$ cat src/rtl/evc_pkg.sv
package evc_pkg;

    localparam int IDX_W     = 2;
    localparam int BYTE_W    = 8;
    localparam int DEF_CNT_W = 24;

    // One access as seen at the block edge
    typedef struct packed {
        logic              en;
        logic              wr;
        logic              to_alarm;
        logic [IDX_W-1:0]  idx;
        logic [BYTE_W-1:0] data;
    } acc_req_t;

    // Decoded strobes shared by the submodules
    typedef struct packed {
        logic time_wr;
        logic time_wr_lo;
        logic alarm_wr;
        logic rd_lo;
        logic rd_hi;
    } acc_dec_t;

    function automatic acc_dec_t decode_access(acc_req_t r, int nbytes);
        acc_dec_t d;
        logic     valid;
        valid        = (int'(r.idx) < nbytes);
        d.time_wr    = r.en && r.wr && !r.to_alarm && valid;
        d.time_wr_lo = d.time_wr && (r.idx == '0);
        d.alarm_wr   = r.en && r.wr && r.to_alarm && valid;
        d.rd_lo      = r.en && !r.wr && (r.idx == '0);
        d.rd_hi      = r.en && !r.wr && (int'(r.idx) == nbytes - 1);
        return d;
    endfunction

endpackage

$ cat src/rtl/evc_tick_sync.sv
module evc_tick_sync #(
    parameter int SYNC_STAGES = 2
) (
    input  logic clk,
    input  logic rst,
    input  logic tick_in,
    output logic tick_rise
);
    logic [SYNC_STAGES-1:0] sync_q;
    logic                   prev_q;

    always_ff @(posedge clk) begin
        if (rst) begin
            sync_q <= '0;
            prev_q <= 1'b0;
        end else begin
            sync_q <= {sync_q[SYNC_STAGES-2:0], tick_in};
            prev_q <= sync_q[SYNC_STAGES-1];
        end
    end

    assign tick_rise = sync_q[SYNC_STAGES-1] && !prev_q;
endmodule

$ cat src/rtl/evc_core.sv
module evc_core
    import evc_pkg::*;
#(
    parameter int COUNT_W = DEF_CNT_W
) (
    input  logic               clk,
    input  logic               rst,
    input  logic               tick_rise,
    input  acc_req_t           req,
    input  acc_dec_t           dec,
    output logic [COUNT_W-1:0] cnt,
    output logic [COUNT_W-1:0] alarm_val,
    output logic               run,
    output logic               alarm_pulse
);
    localparam int NBYTES = COUNT_W / BYTE_W;

    logic [COUNT_W-1:0] cnt_wr, alarm_wr_val, cnt_inc;
    logic [NBYTES-1:0]  byte_hit;

    // Per-byte merge of the write data into the count and the match value
    for (genvar g = 0; g < NBYTES; g++) begin : g_byte
        assign byte_hit[g] = (req.idx == IDX_W'(g));
        assign cnt_wr[g*BYTE_W +: BYTE_W] =
            byte_hit[g] ? req.data : cnt[g*BYTE_W +: BYTE_W];
        assign alarm_wr_val[g*BYTE_W +: BYTE_W] =
            byte_hit[g] ? req.data : alarm_val[g*BYTE_W +: BYTE_W];
    end

    assign cnt_inc = cnt + COUNT_W'(1);

    always_ff @(posedge clk) begin
        if (rst) begin
            cnt         <= '0;
            alarm_val   <= '0;
            run         <= 1'b1;
            alarm_pulse <= 1'b0;
        end else begin
            alarm_pulse <= 1'b0;
            if (dec.time_wr) begin
                cnt <= cnt_wr;
                run <= dec.time_wr_lo;
            end else if (tick_rise && run) begin
                cnt         <= cnt_inc;
                alarm_pulse <= (cnt_inc == alarm_val);
            end
            if (dec.alarm_wr) begin
                alarm_val <= alarm_wr_val;
            end
        end
    end
endmodule

$ cat src/rtl/evc_snap.sv
module evc_snap
    import evc_pkg::*;
#(
    parameter int COUNT_W = DEF_CNT_W
) (
    input  logic               clk,
    input  logic               rst,
    input  acc_dec_t           dec,
    input  logic [COUNT_W-1:0] cnt,
    output logic [COUNT_W-1:0] image,
    output logic [COUNT_W-1:0] snap,
    output logic               hold
);
    always_ff @(posedge clk) begin
        if (rst) begin
            snap <= '0;
            hold <= 1'b0;
        end else if (dec.rd_lo) begin
            hold <= 1'b0;
        end else if (dec.rd_hi && !hold) begin
            snap <= cnt;
            hold <= 1'b1;
        end
    end

    assign image = hold ? snap : cnt;
endmodule

$ cat src/rtl/evc_event_clock.sv
module evc_event_clock
    import evc_pkg::*;
#(
    parameter int COUNT_W     = DEF_CNT_W,
    parameter int SYNC_STAGES = 2
) (
    input  logic              clk,
    input  logic              rst,
    input  logic              tick_in,
    input  logic              sel_alarm,
    input  logic              acc_en,
    input  logic              acc_wr,
    input  logic [IDX_W-1:0]  acc_idx,
    input  logic [BYTE_W-1:0] acc_wdata,
    output logic [BYTE_W-1:0] acc_rdata,
    output logic              alarm_pulse
);
    localparam int NBYTES = COUNT_W / BYTE_W;

    acc_req_t           req;
    acc_dec_t           dec;
    logic               tick_rise;
    logic [COUNT_W-1:0] cnt_q, alarm_q, image, snap_q;
    logic               run_q, hold_q;

    assign req = '{en: acc_en, wr: acc_wr, to_alarm: sel_alarm,
                   idx: acc_idx, data: acc_wdata};
    assign dec = decode_access(req, NBYTES);

    evc_tick_sync #(.SYNC_STAGES(SYNC_STAGES)) u_sync (
        .clk       (clk),
        .rst       (rst),
        .tick_in   (tick_in),
        .tick_rise (tick_rise)
    );

    evc_core #(.COUNT_W(COUNT_W)) u_core (
        .clk         (clk),
        .rst         (rst),
        .tick_rise   (tick_rise),
        .req         (req),
        .dec         (dec),
        .cnt         (cnt_q),
        .alarm_val   (alarm_q),
        .run         (run_q),
        .alarm_pulse (alarm_pulse)
    );

    evc_snap #(.COUNT_W(COUNT_W)) u_snap (
        .clk   (clk),
        .rst   (rst),
        .dec   (dec),
        .cnt   (cnt_q),
        .image (image),
        .snap  (snap_q),
        .hold  (hold_q)
    );

    always_comb begin
        acc_rdata = '0;
        for (int i = 0; i < NBYTES; i++) begin
            if (acc_idx == IDX_W'(i)) begin
                acc_rdata = image[i*BYTE_W +: BYTE_W];
            end
        end
    end
endmodule

$ cat config.mk
export PLATFORM = sky130hd
export DESIGN_NAME = evc_event_clock
export DESIGN_NICKNAME = d
export VERILOG_FILES = /design/src/rtl/evc_pkg.sv /design/src/rtl/evc_tick_sync.sv /design/src/rtl/evc_core.sv /design/src/rtl/evc_snap.sv /design/src/rtl/evc_event_clock.sv
export SDC_FILE = /design/constraint.sdc
export NUM_CORES = 1
export LEC_CHECK = 0
export BUFFER_PORTS_ARGS = -buffer_cell sky130_fd_sc_hd__buf_4
export CAP_MARGIN = 20
export CORE_MARGIN = 8
export CORE_UTILIZATION = 60
export DETAILED_ROUTE_END_ITERATION = 8
export PLACE_DENSITY_LB_ADDON = 0.1
export REMOVE_ABC_BUFFERS = 1
export SYNTH_ARGS = -nofsm -noshare
export SYNTH_HDL_FRONTEND = slang
export SYNTH_SLANG_ARGS = --single-unit
$ cat constraint.sdc
create_clock -name clk -period 2.6 [get_ports clk]
set_input_delay 0.13 -clock clk [delete_from_list [all_inputs] [get_ports clk]]
set_output_delay 0.13 -clock clk [all_outputs]
set_load 0.03 [all_outputs]
# Word-level counts from Yosys, hierarchy flattened
# Cells that the tools add are included.
[word_totals]
regBits = 78
inputBits = 16
elab_cells = 59
[op_classes]
n_addsub = 1
order_cmp = 1
n_eq_ne = 7
muxes = 9
n_bitwise = 2
n_reduce_logical = 27
[ops]
columns = ["cell", "n"]
rows = [
  ["2-to-1 mux 24 bit", 3],
  ["2-to-1 mux 8 bit", 6],
  ["adder 24 x 1 -> 24 bit, second input constant", 1],
  ["equality test 24 bit", 1],
  ["AND reduction 2 bit", 7],
  ["logical AND 1 bit", 12],
  ["!= test 2 x 1 -> 1 bit, second input constant", 3],
  ["equality test 2 bit, second input constant", 2],
  ["zero test 1 bit", 4],
  ["OR reduction 3 bit", 1],
  ["equality test 2 x 1 -> 1 bit, second input constant", 1],
  ["zero test 2 bit", 1],
  ["< comparator 2 bit, second input constant", 1],
  ["inverter 1 bit", 2],
  ["nonzero test 2 bit", 1],
  ["OR reduction 2 bit", 1],
]

# Logic depth before layout (Yosys ltp)
# Gate-level depths: netlist (run 1).
[depth]
word_depth = 5
depth_mapped = 9

# Modules after synthesis
# Synthesis (run 1) repeated with hierarchy kept, for this count alone.
[hier_totals]
cells_unflattened = 565
area_unflattened_um2 = 4804.6
[by_module_without_submodules]
columns = ["module", "instances", "cells_each", "area_per_inst_um2"]
rows = [
  ["evc_core", 1, 395, 3056.7],
  ["evc_snap", 1, 135, 1425.1],
  ["evc_event_clock", 1, 28, 235.2],
  ["evc_tick_sync", 1, 7, 87.6],
]

# Worst setup path before layout (run 1)
# Ideal clock, no wire load.
[synth_timing]
path_type = "register -> register"
from = "reg u_core.cnt[1]"
to = "reg u_core.alarm_pulse"
setup_ns = 0.103
t_arrival_ns = 2.029
path_slack_ns = 0.467
path_stages_with_launch = 8
n_path_buf = 0
period_less_slack_ns = 2.133
cell_sequence = "dfxtp_1 > ha_1 > nand3_1 > or4_1 > nor2_1 > xnor2_1 > o2111ai_1 > a2111oi_2"
[synth_between]
elab_chain_cells = 2
[synth_rtl]
columns = ["element", "line_no", "text"]
rows = [
  ["from (decl)", "evc_core.sv:11", "output logic [COUNT_W-1:0] cnt,"],
  ["from (signal assigned)", "evc_core.sv:41", "cnt <= cnt_wr;"],
  ["from (signal assigned)", "evc_core.sv:44", "cnt <= cnt_inc;"],
  ["adder 24 x 1 -> 24 bit", "evc_core.sv:30", "assign cnt_inc = cnt + COUNT_W'(1);"],
  ["equality test 24 bit", "evc_core.sv:45", "alarm_pulse <= (cnt_inc == alarm_val);"],
  ["to (signal assigned)", "evc_core.sv:45", ""],
  ["to (decl)", "evc_core.sv:14", "output logic alarm_pulse"],
]
# No other way between the ends.
# A chain may end at the register's enable or synchronous reset.

# Worst setup path after layout (run 1)
# Ends and elaborated chain as after synthesis.

==> results.cfg, run 1 <==
[worst_setup_path]
critPathMaxFanout = 8
slowest_delay_ns = 0.59
crit_chain = ha_2 -> nand3_1 -> or4_1 -> nor2_1 -> xnor2_1 -> o2111ai_1 -> a2111oi_2
crit_path_end = u_core.alarm_pulse
cpMaxStageDelayCell = or4_1
setup.worst_path.end_class = flop
reg2reg_depth = 7
worstPathArrival_ns = 2.68
regToRegStartpoint = u_core.cnt[1]
timing.rr.end = u_core.alarm_pulse
startpoint = u_core.cnt[1]
worstSetupPathType = flop to flop
r2r_slack_ns = 0.18
startpoint_type = flop
cp.required_ns = 2.86

[sta]
hold_viol_final = 0
fin_worst_skew_ns = 0.01087
setup_viol = 0
timing.final.max_slew_violations = 0
fmax_mhz = 413.4
rsz0062_at_grt = no
relSlewSlack = 0.4441
fin_ws_ns = 0.1810
fin_crit_ns = 2.419
period_share = 0.9304
worst_pin_slew_ns = 0.8339

[route]
wirelength_mm = 13.29
route.detailed.drc = 0
firstDrtPassIters = 5
num_vias = 4181
drt_iter0_markers = 314
wire_per_inst_um = 19.77
ant_nets = 0
vias_per_cell = 6.222

[die]
start_util = 0.6097
die_x_um = 103.9
core-area_um2 = 7607
die-area_um2 = 10800
die_h_um = 103.9
row_count = 32
io_pins = 25

[hold_path]
min_path_type = input pin to flop

[clock_tree]
clk_pin_slew_ns = 0.08
htreeDepth = 3
clk_latency_ns = 0.36
numCtsBuffers = 9
tritoncts_num_sinks = 78
cts_root_buf = clkbuf_8
clk_path_buf_depth = 2
cts_tree = done

[synthesis]
syn-cell-area_um2 = 4638
synth_flop_cell = dfxtp_1
avgSynthCellArea_um2 = 8.433
syn_inst = 550
synth_cell_types = 68
synth_edf_count = 0
synth-async-reset-ratio = 0
yosysWarnings = 0
ys_seq_area_frac = 0.3367
synth-seq-cells = 78

[global_route]
antenna_found_initial = 0
track_usage = 0.2476
grt_start_max_net_pins = 78
grt_pass1_vias = 4089
overflow = 0
grt_first_pass_wirelength_mm = 21.56

[final_layout]
post-route-util = 0.6720
fill_cells = 653
layout-drive-gt1-share = 0.1789
fin_nets = 582
num_antenna_cells = 0
area_delta_synth_final_pct = 10.22

[run_status]
status = finished, final reports clean

[power_and_ir_drop]
powerDensity_nw_per_um2 = 472.8
leakage_nw = 1.916
ir_drop_mv = 0.3365
total_power_mw = 2.417

[placed_design]
port_buffers = 24
hpwl_mm = 9.661
pre_cts_slack_ns = 0.1522
place.gp.congestion = 0.9728

[flow_run]
maxCapViolCount = 0
## placed cells by master (no fill, tap or decap), types with 4 or more instances in the layout
master and count:
a21oi_1 33, mux2i_1 34, a22oi_1 17, nor2b_1 5, mux4_2 7, inv_1 9
o21ai_0 18, nand3_1 9, o31ai_1 14, dfxtp_1 78, buf_4 55, o22ai_1 9
a21boi_0 4, clkbuf_8 9, or3_1 4, nand2_1 83, xnor2_1 20, nor3_1 9
and3_1 6, o41ai_1 4, xor2_1 13, nor2_1 54, nand4_1 8
## critical path, delay by kind of cell (launching register included)
kind	cells	cell delay [ns]
simple gates	3	0.96
flops	1	0.47
compound gates	2	0.43
fa+ha+maj	1	0.32
xor+xnor	1	0.14
## area by class of cell
cell class,instances,area (um2),share of cell area
multi-input cells,411,2753,0.5384
flip-flops and latches,78,1562,0.3054
repair buffers,56,422.9,0.08272
clock buffers,10,127.6,0.02496
well taps,102,127.6,0.02496
clock inverters,6,86.33,0.01689
inverters,9,33.78,0.006608
## state kept, by name, summed over array words and instances, names as in the netlist
| signal | cells |
|---|---|
| u_core.alarm_pulse | 1 |
| u_core.alarm_val | 24 |
| u_core.cnt | 24 |
| u_core.run | 1 |
| u_snap.hold | 1 |
| u_snap.snap | 24 |
| u_sync.prev_q | 1 |
| u_sync.sync_q | 2 |
## power by group
group / total, mW / internal, mW / switching, mW / leakage (nW)
Combinational: 0.205 / 0.0782 / 0.126 / 1.18
Clock: 0.994 / 0.539 / 0.455 / 0.106
Sequential: 1.22 / 1.21 / 0.0128 / 0.630
## synthesized netlist by cell type (2+ instances only)
| cell type | n | share of area |
|---|---|---|
| nand2_1 | 83 | 0.067 |
| dfxtp_1 | 78 | 0.34 |
| nor2_1 | 54 | 0.044 |
| mux2i_1 | 34 | 0.073 |
| a21oi_1 | 33 | 0.036 |
| clkbuf_1 | 21 | 0.017 |
| xnor2_1 | 20 | 0.038 |
| o21ai_0 | 18 | 0.019 |
| a22oi_1 | 17 | 0.028 |
| o31ai_1 | 14 | 0.023 |
| buf_2 | 13 | 0.014 |
| xor2_1 | 13 | 0.025 |
| nor3_1 | 10 | 0.011 |
| inv_1 | 9 | 0.0073 |
| nand3_1 | 9 | 0.0097 |
| o22ai_1 | 9 | 0.012 |
| buf_4 | 8 | 0.013 |
| nand4_1 | 8 | 0.011 |
| buf_6 | 7 | 0.017 |
| mux4_2 | 7 | 0.034 |
| and3_1 | 6 | 0.0081 |
| nor2b_1 | 5 | 0.0067 |
| a21boi_0 | 4 | 0.0065 |
| o41ai_1 | 4 | 0.0076 |
| or3_1 | 4 | 0.0054 |
| a21bo_2 | 3 | 0.0065 |
| and4_1 | 3 | 0.0057 |
| nand2b_1 | 3 | 0.0040 |
| o21a_1 | 3 | 0.0049 |
| a2111oi_2 | 2 | 0.0065 |
| a211o_1 | 2 | 0.0038 |
| a311oi_1 | 2 | 0.0038 |
| buf_1 | 2 | 0.0016 |
| nand3_2 | 2 | 0.0043 |
| nand3b_1 | 2 | 0.0032 |
| nand4_2 | 2 | 0.0054 |
| nor3b_1 | 2 | 0.0032 |
| nor4_1 | 2 | 0.0027 |
| nor4_4 | 2 | 0.0092 |
| o2111ai_1 | 2 | 0.0038 |
## per-stage QoR
| stage | hold WS (ns) | area [um2] | std cells | setup TNS, ns |
|---|---|---|---|---|
| 2_1_floorplan | 0.1991 | 4340 | 498 | -5.127 |
| 3_3_place_gp | 0.3713 | 4886 | 655 | 0 |
| 3_5_place_dp | 0.3664 | 4886 | 655 | 0 |
| 4_1_cts | 0.02537 | 5110 | 672 | 0 |
| 5_1_grt | 0.04068 | 5112 | 672 | 0 |
| 6_report | 0.02877 | 5112 | 672 | 0 |
## routing by layer
metal,vias up,track usage,share of wire
met5,-,0,0
met4,0,0.1210,0.028
met3,33,0.05452,0.066
met2,152,0.4042,0.47
met1,2012,0.3016,0.43
li1,1984,-,-
## repair_timing
action	4_1_cts	5_1_grt
endpoints found under the hold margin	1	0
setup endpoints to repair	0	1
buffers inserted	0	0
resized for setup	0	1
hold buffers	1	0
## kinds of logic (layout without fill, tap and decap cells)
| logic type | count (synthesis) | after routing | share of synthesized area |
|---|---|---|---|
| and+or+nand+nor | 209 | 209 | 0.2261 |
| AOI/OAI and AO/OA | 125 | 125 | 0.1856 |
| DFF | 78 | 78 | 0.3367 |
| buffers and inverters | 61 | 81 | 0.07149 |
| muxes | 42 | 42 | 0.1130 |
| xor gates and xnor gates | 33 | 33 | 0.06232 |
| adders and majority gates | 2 | 2 | 0.004855 |
## worst min path at each step
stage,start,to,slack [ns],depth (start not counted)
after CTS,acc_wdata[6],u_core.alarm_val[14],0.03,3
final,acc_wdata[6],u_core.alarm_val[14],0.03,3
after detailed placement,tick_in,u_sync.sync_q[0],0.37,2
after global routing,acc_wdata[5],u_core.alarm_val[5],0.04,3
after floorplan,rst,u_snap.snap[0],0.20,1
after global placement,tick_in,u_sync.sync_q[0],0.37,2
Note: power is estimated with default switching activity, not from simulation.
==> run 2: changes to the inputs <==
==> constraint.sdc (replaced) <==
create_clock -name clk -period 2.8 [get_ports clk]
set_input_delay 0.14 -clock clk [delete_from_list [all_inputs] [get_ports clk]]
set_output_delay 0.14 -clock clk [all_outputs]
set_load 0.03 [all_outputs]
==> results.cfg, run 2 (same netlist as run 1, synthesis figures left out) <==
[run_status]
status = finished, final reports clean

[worst_setup_path]
crit_chain = ha_2 -> nand3_1 -> or4_1 -> nor2_1 -> xnor2_1 -> o2111ai_1 -> a2111oi_2
worstPathArrival_ns = 2.77
cpMaxStageDelayCell = or4_1
startpoint_type = flop
slowest_delay_ns = 0.60
setup.worst_path.end_class = flop
startpoint = u_core.cnt[0]
critPathMaxFanout = 9
path_buf_inv = 0
cpLargestDelayFamily = simple AND/OR/NAND/NOR gates
worstSetupPathType = flop to flop
timing.rr.end = u_core.alarm_pulse
r2r_slack_ns = 0.28
cp.required_ns = 3.06
regToRegStartpoint = u_core.cnt[0]
reg2reg_depth = 7

[hold_path]
holdPathStages = 3
hold_end = u_core.alarm_val[3]
hp-start = acc_wdata[3]
min_path_type = input pin to flop

[die]
start_util = 0.6097
die-area_um2 = 10800
row_count = 32
die_h_um = 103.9
die_x_um = 103.9
core-area_um2 = 7607
io_pins = 25

[placed_design]
hpwl_mm = 9.441
place.gp.congestion = 1.001
pre_cts_slack_ns = 0.2452
port_buffers = 24

[global_route]
gr-usage-met3 = 0.03470
grt_util_met2 = 0.3886
use_met1 = 0.3059
grt_first_pass_wirelength_mm = 21.08
antenna_found_initial = 0
grt_pass1_vias = 3985
grt_start_max_net_pins = 78
overflow = 0
global_route.peak_usage_layer = met2
track_usage = 0.2406

[route]
num_vias = 4147
wirelength_mm = 13.01
vias_per_cell = 6.245
firstDrtPassIters = 5
route.detailed.drc = 0
ant_nets = 0
wire_per_inst_um = 19.59
drt_iter0_markers = 225

[sta]
relSlewSlack = 0.4593
period_share = 0.8986
fin_ws_ns = 0.2840
setup_viol = 0
fin_worst_skew_ns = 0.009610
hold_viol_final = 0
fin_crit_ns = 2.516
holdWs_ns = 0.04734
worst_pin_slew_ns = 0.8110
rsz0062_at_grt = no
fmax_mhz = 397.5
timing.final.max_slew_violations = 0

[power_and_ir_drop]
leakage_nw = 1.869
ir_drop_mv = 0.3031
total_power_mw = 2.146
powerDensity_nw_per_um2 = 426.4

[clock_tree]
numCtsBuffers = 9
cts_tree = done
hold_buffers = 0
tritoncts_num_sinks = 78
cts_root_buf = clkbuf_8
htreeDepth = 3
clk_latency_ns = 0.35
clk_pin_slew_ns = 0.08
clk_path_buf_depth = 2

[final_layout]
final_cell_mix = nand2_1, dfxtp_1, nor2_1, buf_4, mux2i_1
fin_nets = 575
post-route-util = 0.6615
final_common_cell = nand2_1
layout-drive-gt1-share = 0.1690
num_antenna_cells = 0
area_delta_synth_final_pct = 8.498
top_regs = u_core.alarm_val (24), u_core.cnt (24), u_snap.snap (24)
fill_cells = 671

[flow_run]
maxCapViolCount = 0
-- run 2: changes by cell type in the layout (fill, tap and decap cells not counted) --
cell / change
clkbuf_8: +1
buf_4: -6
bufinv_16: -1
dlygate4sd3_1: -1
clkinv_4: -1
-- run 2: final cells by class --
type	instances	area (um2)	area share
Multi-Input combinational cell	411	2753	0.5470
Sequential cell	78	1562	0.3103
Timing Repair Buffer	49	367.9	0.07310
Clock buffer	11	141.4	0.02810
Tap cell	102	127.6	0.02536
Clock inverter	4	47.55	0.009448
Inverter	9	33.78	0.006713
-- run 2: per-stage QoR --
step	instances	setup TNS, ns	area (um2)
after global placement	649	0	4841
after detailed placement	649	0	4841
after global routing	664	0	5032
after CTS	664	0	5030
final	664	0	5032
after floorplan	498	-0.6440	4340
-- run 2: tightest hold or removal path, cell delays in order --
cell     delay (ns)
buf_4          0.10
mux2i_1        0.06
nor2_1         0.07
-- run 2: worst max-delay path by stage --
| stage | to | slack [ns] | depth (start not counted) |
|---|---|---|---|
| finish | u_core.alarm_pulse | 0.28 | 7 |
| global route | u_core.alarm_pulse | 0.07 | 7 |
| CTS | u_core.alarm_pulse | 0.24 | 7 |
| detailed placement | u_core.alarm_pulse | 0.25 | 7 |
| global placement | u_core.alarm_pulse | 0.36 | 7 |
| floorplan | u_core.cnt[2] | -0.06 | 5 |
-- run 2: where the power goes --
group	internal [mW]	switching, mW
Sequential	1.12	0.0133
Combinational	0.0697	0.114
Clock	0.429	0.400
-- run 2: metal layers --
layer  part of all wire  vias up
met4              0.036        0
li1                   -     1969
met1               0.45     2007
met5                  0        -
met3              0.053       31
met2               0.46      140
-- run 2: repair_timing --
action,in CTS,in global routing
endpoints found under the setup margin,0,1
gates resized for setup,0,1
buffers inserted,0,0
==> run 3: changes to the inputs <==
--- a/config.mk
+++ b/config.mk
@@ -7,9 +7,9 @@
 export LEC_CHECK = 0
 export BUFFER_PORTS_ARGS = -buffer_cell sky130_fd_sc_hd__buf_4
 export CAP_MARGIN = 20
-export CORE_MARGIN = 8
-export CORE_UTILIZATION = 60
+export CORE_UTILIZATION = 56
 export DETAILED_ROUTE_END_ITERATION = 8
+export GPL_ROUTABILITY_DRIVEN = 0
 export PLACE_DENSITY_LB_ADDON = 0.1
 export REMOVE_ABC_BUFFERS = 1
 export SYNTH_ARGS = -nofsm -noshare
==> constraint.sdc (replaced) <==
create_clock -name clk -period 2 [get_ports clk]
set_input_delay 0.1 -clock clk [delete_from_list [all_inputs] [get_ports clk]]
set_output_delay 0.1 -clock clk [all_outputs]
set_load 0.03 [all_outputs]
==> results.cfg, run 3 (same netlist as run 1, synthesis figures left out) <==
[run_status]
status = finished, violations left
violations = setup timing

[hold_path]
holdPathStages = 3
hp-start = acc_wdata[6]
min_path_type = input pin to flop
hold_end = u_core.alarm_val[14]

[sta]
timing.final.max_slew_violations = 0
fin_crit_ns = 2.030
hold_viol_final = 0
relSlewSlack = 0.4587
period_share = 1.015
setup_viol = 1
fmax_mhz = 492.7
fin_worst_skew_ns = 0.009183
fin_tns_setup_ns = -0.02978
worst_pin_slew_ns = 0.8119
fin_ws_ns = -0.02978
rsz0062_at_grt = yes

[clock_tree]
clk_latency_ns = 0.36
htreeDepth = 3
cts_root_buf = clkbuf_8
clk_path_buf_depth = 2
cts_tree = done
tritoncts_num_sinks = 78
numCtsBuffers = 9
clk_pin_slew_ns = 0.09

[route]
drt_iter0_markers = 380
wire_per_inst_um = 19.12
wirelength_mm = 13.79
num_vias = 4508
vias_per_cell = 6.252
ant_nets = 0
route.detailed.drc = 0
firstDrtPassIters = 6

[worst_setup_path]
worstPathArrival_ns = 2.30
timing.rr.end = u_core.alarm_pulse
critPathMaxFanout = 4
startpoint_type = flop
worstSetupPathType = flop to flop
setup.worst_path.end_class = flop
startpoint = u_core.cnt[3]
r2r_slack_ns = -0.03
cp.required_ns = 2.27
regToRegStartpoint = u_core.cnt[3]
reg2reg_depth = 8

[power_and_ir_drop]
leakage_nw = 2.205
powerDensity_nw_per_um2 = 556.0
ir_drop_mv = 0.6262

[die]
io_pins = 25
core-area_um2 = 7888
die-area_um2 = 8651
row_count = 32
die_h_um = 93.01
die_x_um = 93.01
start_util = 0.5880

[flow_run]
maxCapViolCount = 0

[global_route]
antenna_found_initial = 0
grt_start_max_net_pins = 78
grt_pass1_vias = 4296
track_usage = 0.3346
grt_first_pass_wirelength_mm = 22.11
overflow = 0

[final_layout]
final_cell_mix = buf_4, nand2_1, dfxtp_1, nor2_1, mux2i_1
layout-drive-gt1-share = 0.2811
top_regs = u_core.alarm_val (24), u_core.cnt (24), u_snap.snap (24)
num_antenna_cells = 0
final_common_cell = buf_4
post-route-util = 0.7121
fin_nets = 631
area_delta_synth_final_pct = 21.10

[placed_design]
port_buffers = 24
hpwl_mm = 9.836
==> run 3: final cells by class <==
| class | instances | area, um2 |
|---|---|---|
| Fill cell | 626 | 2271 |
| Sequential cell | 78 | 1572 |
| Timing Repair Buffer | 105 | 848.3 |
| Clock inverter | 7 | 80.08 |
| Inverter | 9 | 33.78 |
| Multi-Input combinational cell | 411 | 2831 |
| Clock buffer | 9 | 123.9 |
| Tap cell | 102 | 127.6 |
==> run 3: critical path, stage by stage, from the launching register on <==
cell	delay, ns
dfxtp_2	0.36
buf_4	0.16
buf_4	0.15
xnor2_2	0.17
xnor2_1	0.15
o211ai_1	0.14
nor4_2	0.31
nand4b_1	0.16
a2111oi_2	0.34
==> run 3: repair_timing <==
action / in CTS / in global routing
pin swaps: 5 / 2
gates resized for setup: 21 / 9
hold endpoints to repair: 1 / 0
setup buffers: 3 / 1
hold buffers: 1 / 0
setup endpoints to repair: 2 / 3
==> run 3: per-layer routing <==
metal | part of all wire | global-route usage | vias up
met5 | 0 | 0 | -
met2 | 0.48 | 0.5539 | 223
met4 | 0.038 | 0.1397 | 0
met3 | 0.068 | 0.05122 | 48
li1 | - | - | 2091
met1 | 0.41 | 0.4342 | 2146
==> run 3: power breakdown <==
part           leakage, nW  internal, mW  total (mW)  switching (mW)
Sequential           0.634          1.57        1.58          0.0144
Combinational         1.47         0.123       0.299           0.175
Clock                0.103         0.596        1.24           0.645
Total                 2.20          2.29        3.12           0.835
==> run 3: worst max-delay path by stage <==
| stage | slack, ns | depth (start not counted) | to |
|---|---|---|---|
| 6_report | -0.03 | 8 | u_core.alarm_pulse |
| 5_1_grt | -0.09 | 8 | u_core.alarm_pulse |
| 4_1_cts | 0.0003 | 6 | u_core.alarm_pulse |
| 3_5_place_dp | -0.08 | 6 | u_core.alarm_pulse |
| 3_3_place_gp | -0.03 | 8 | u_core.alarm_pulse |
| 2_1_floorplan | -0.82 | 5 | u_core.cnt[2] |
==> run 3: stage by stage <==
stage / cells / instance area, um2 / total power, mW / setup slack [ns] / hold WS, ns
2_1_floorplan: 498 / 4340 / 1.745 / -0.8228 / 0.1691
3_3_place_gp: 700 / 5274 / 1.899 / -0.03068 / 0.3110
3_5_place_dp: 700 / 5274 / 1.904 / -0.07998 / 0.3216
4_1_cts: 720 / 5557 / 3.134 / 0.0003357 / 0.004669
5_1_grt: 721 / 5617 / 3.230 / -0.08966 / 0.008188
6_report: 721 / 5617 / 3.123 / -0.02978 / 0.008442
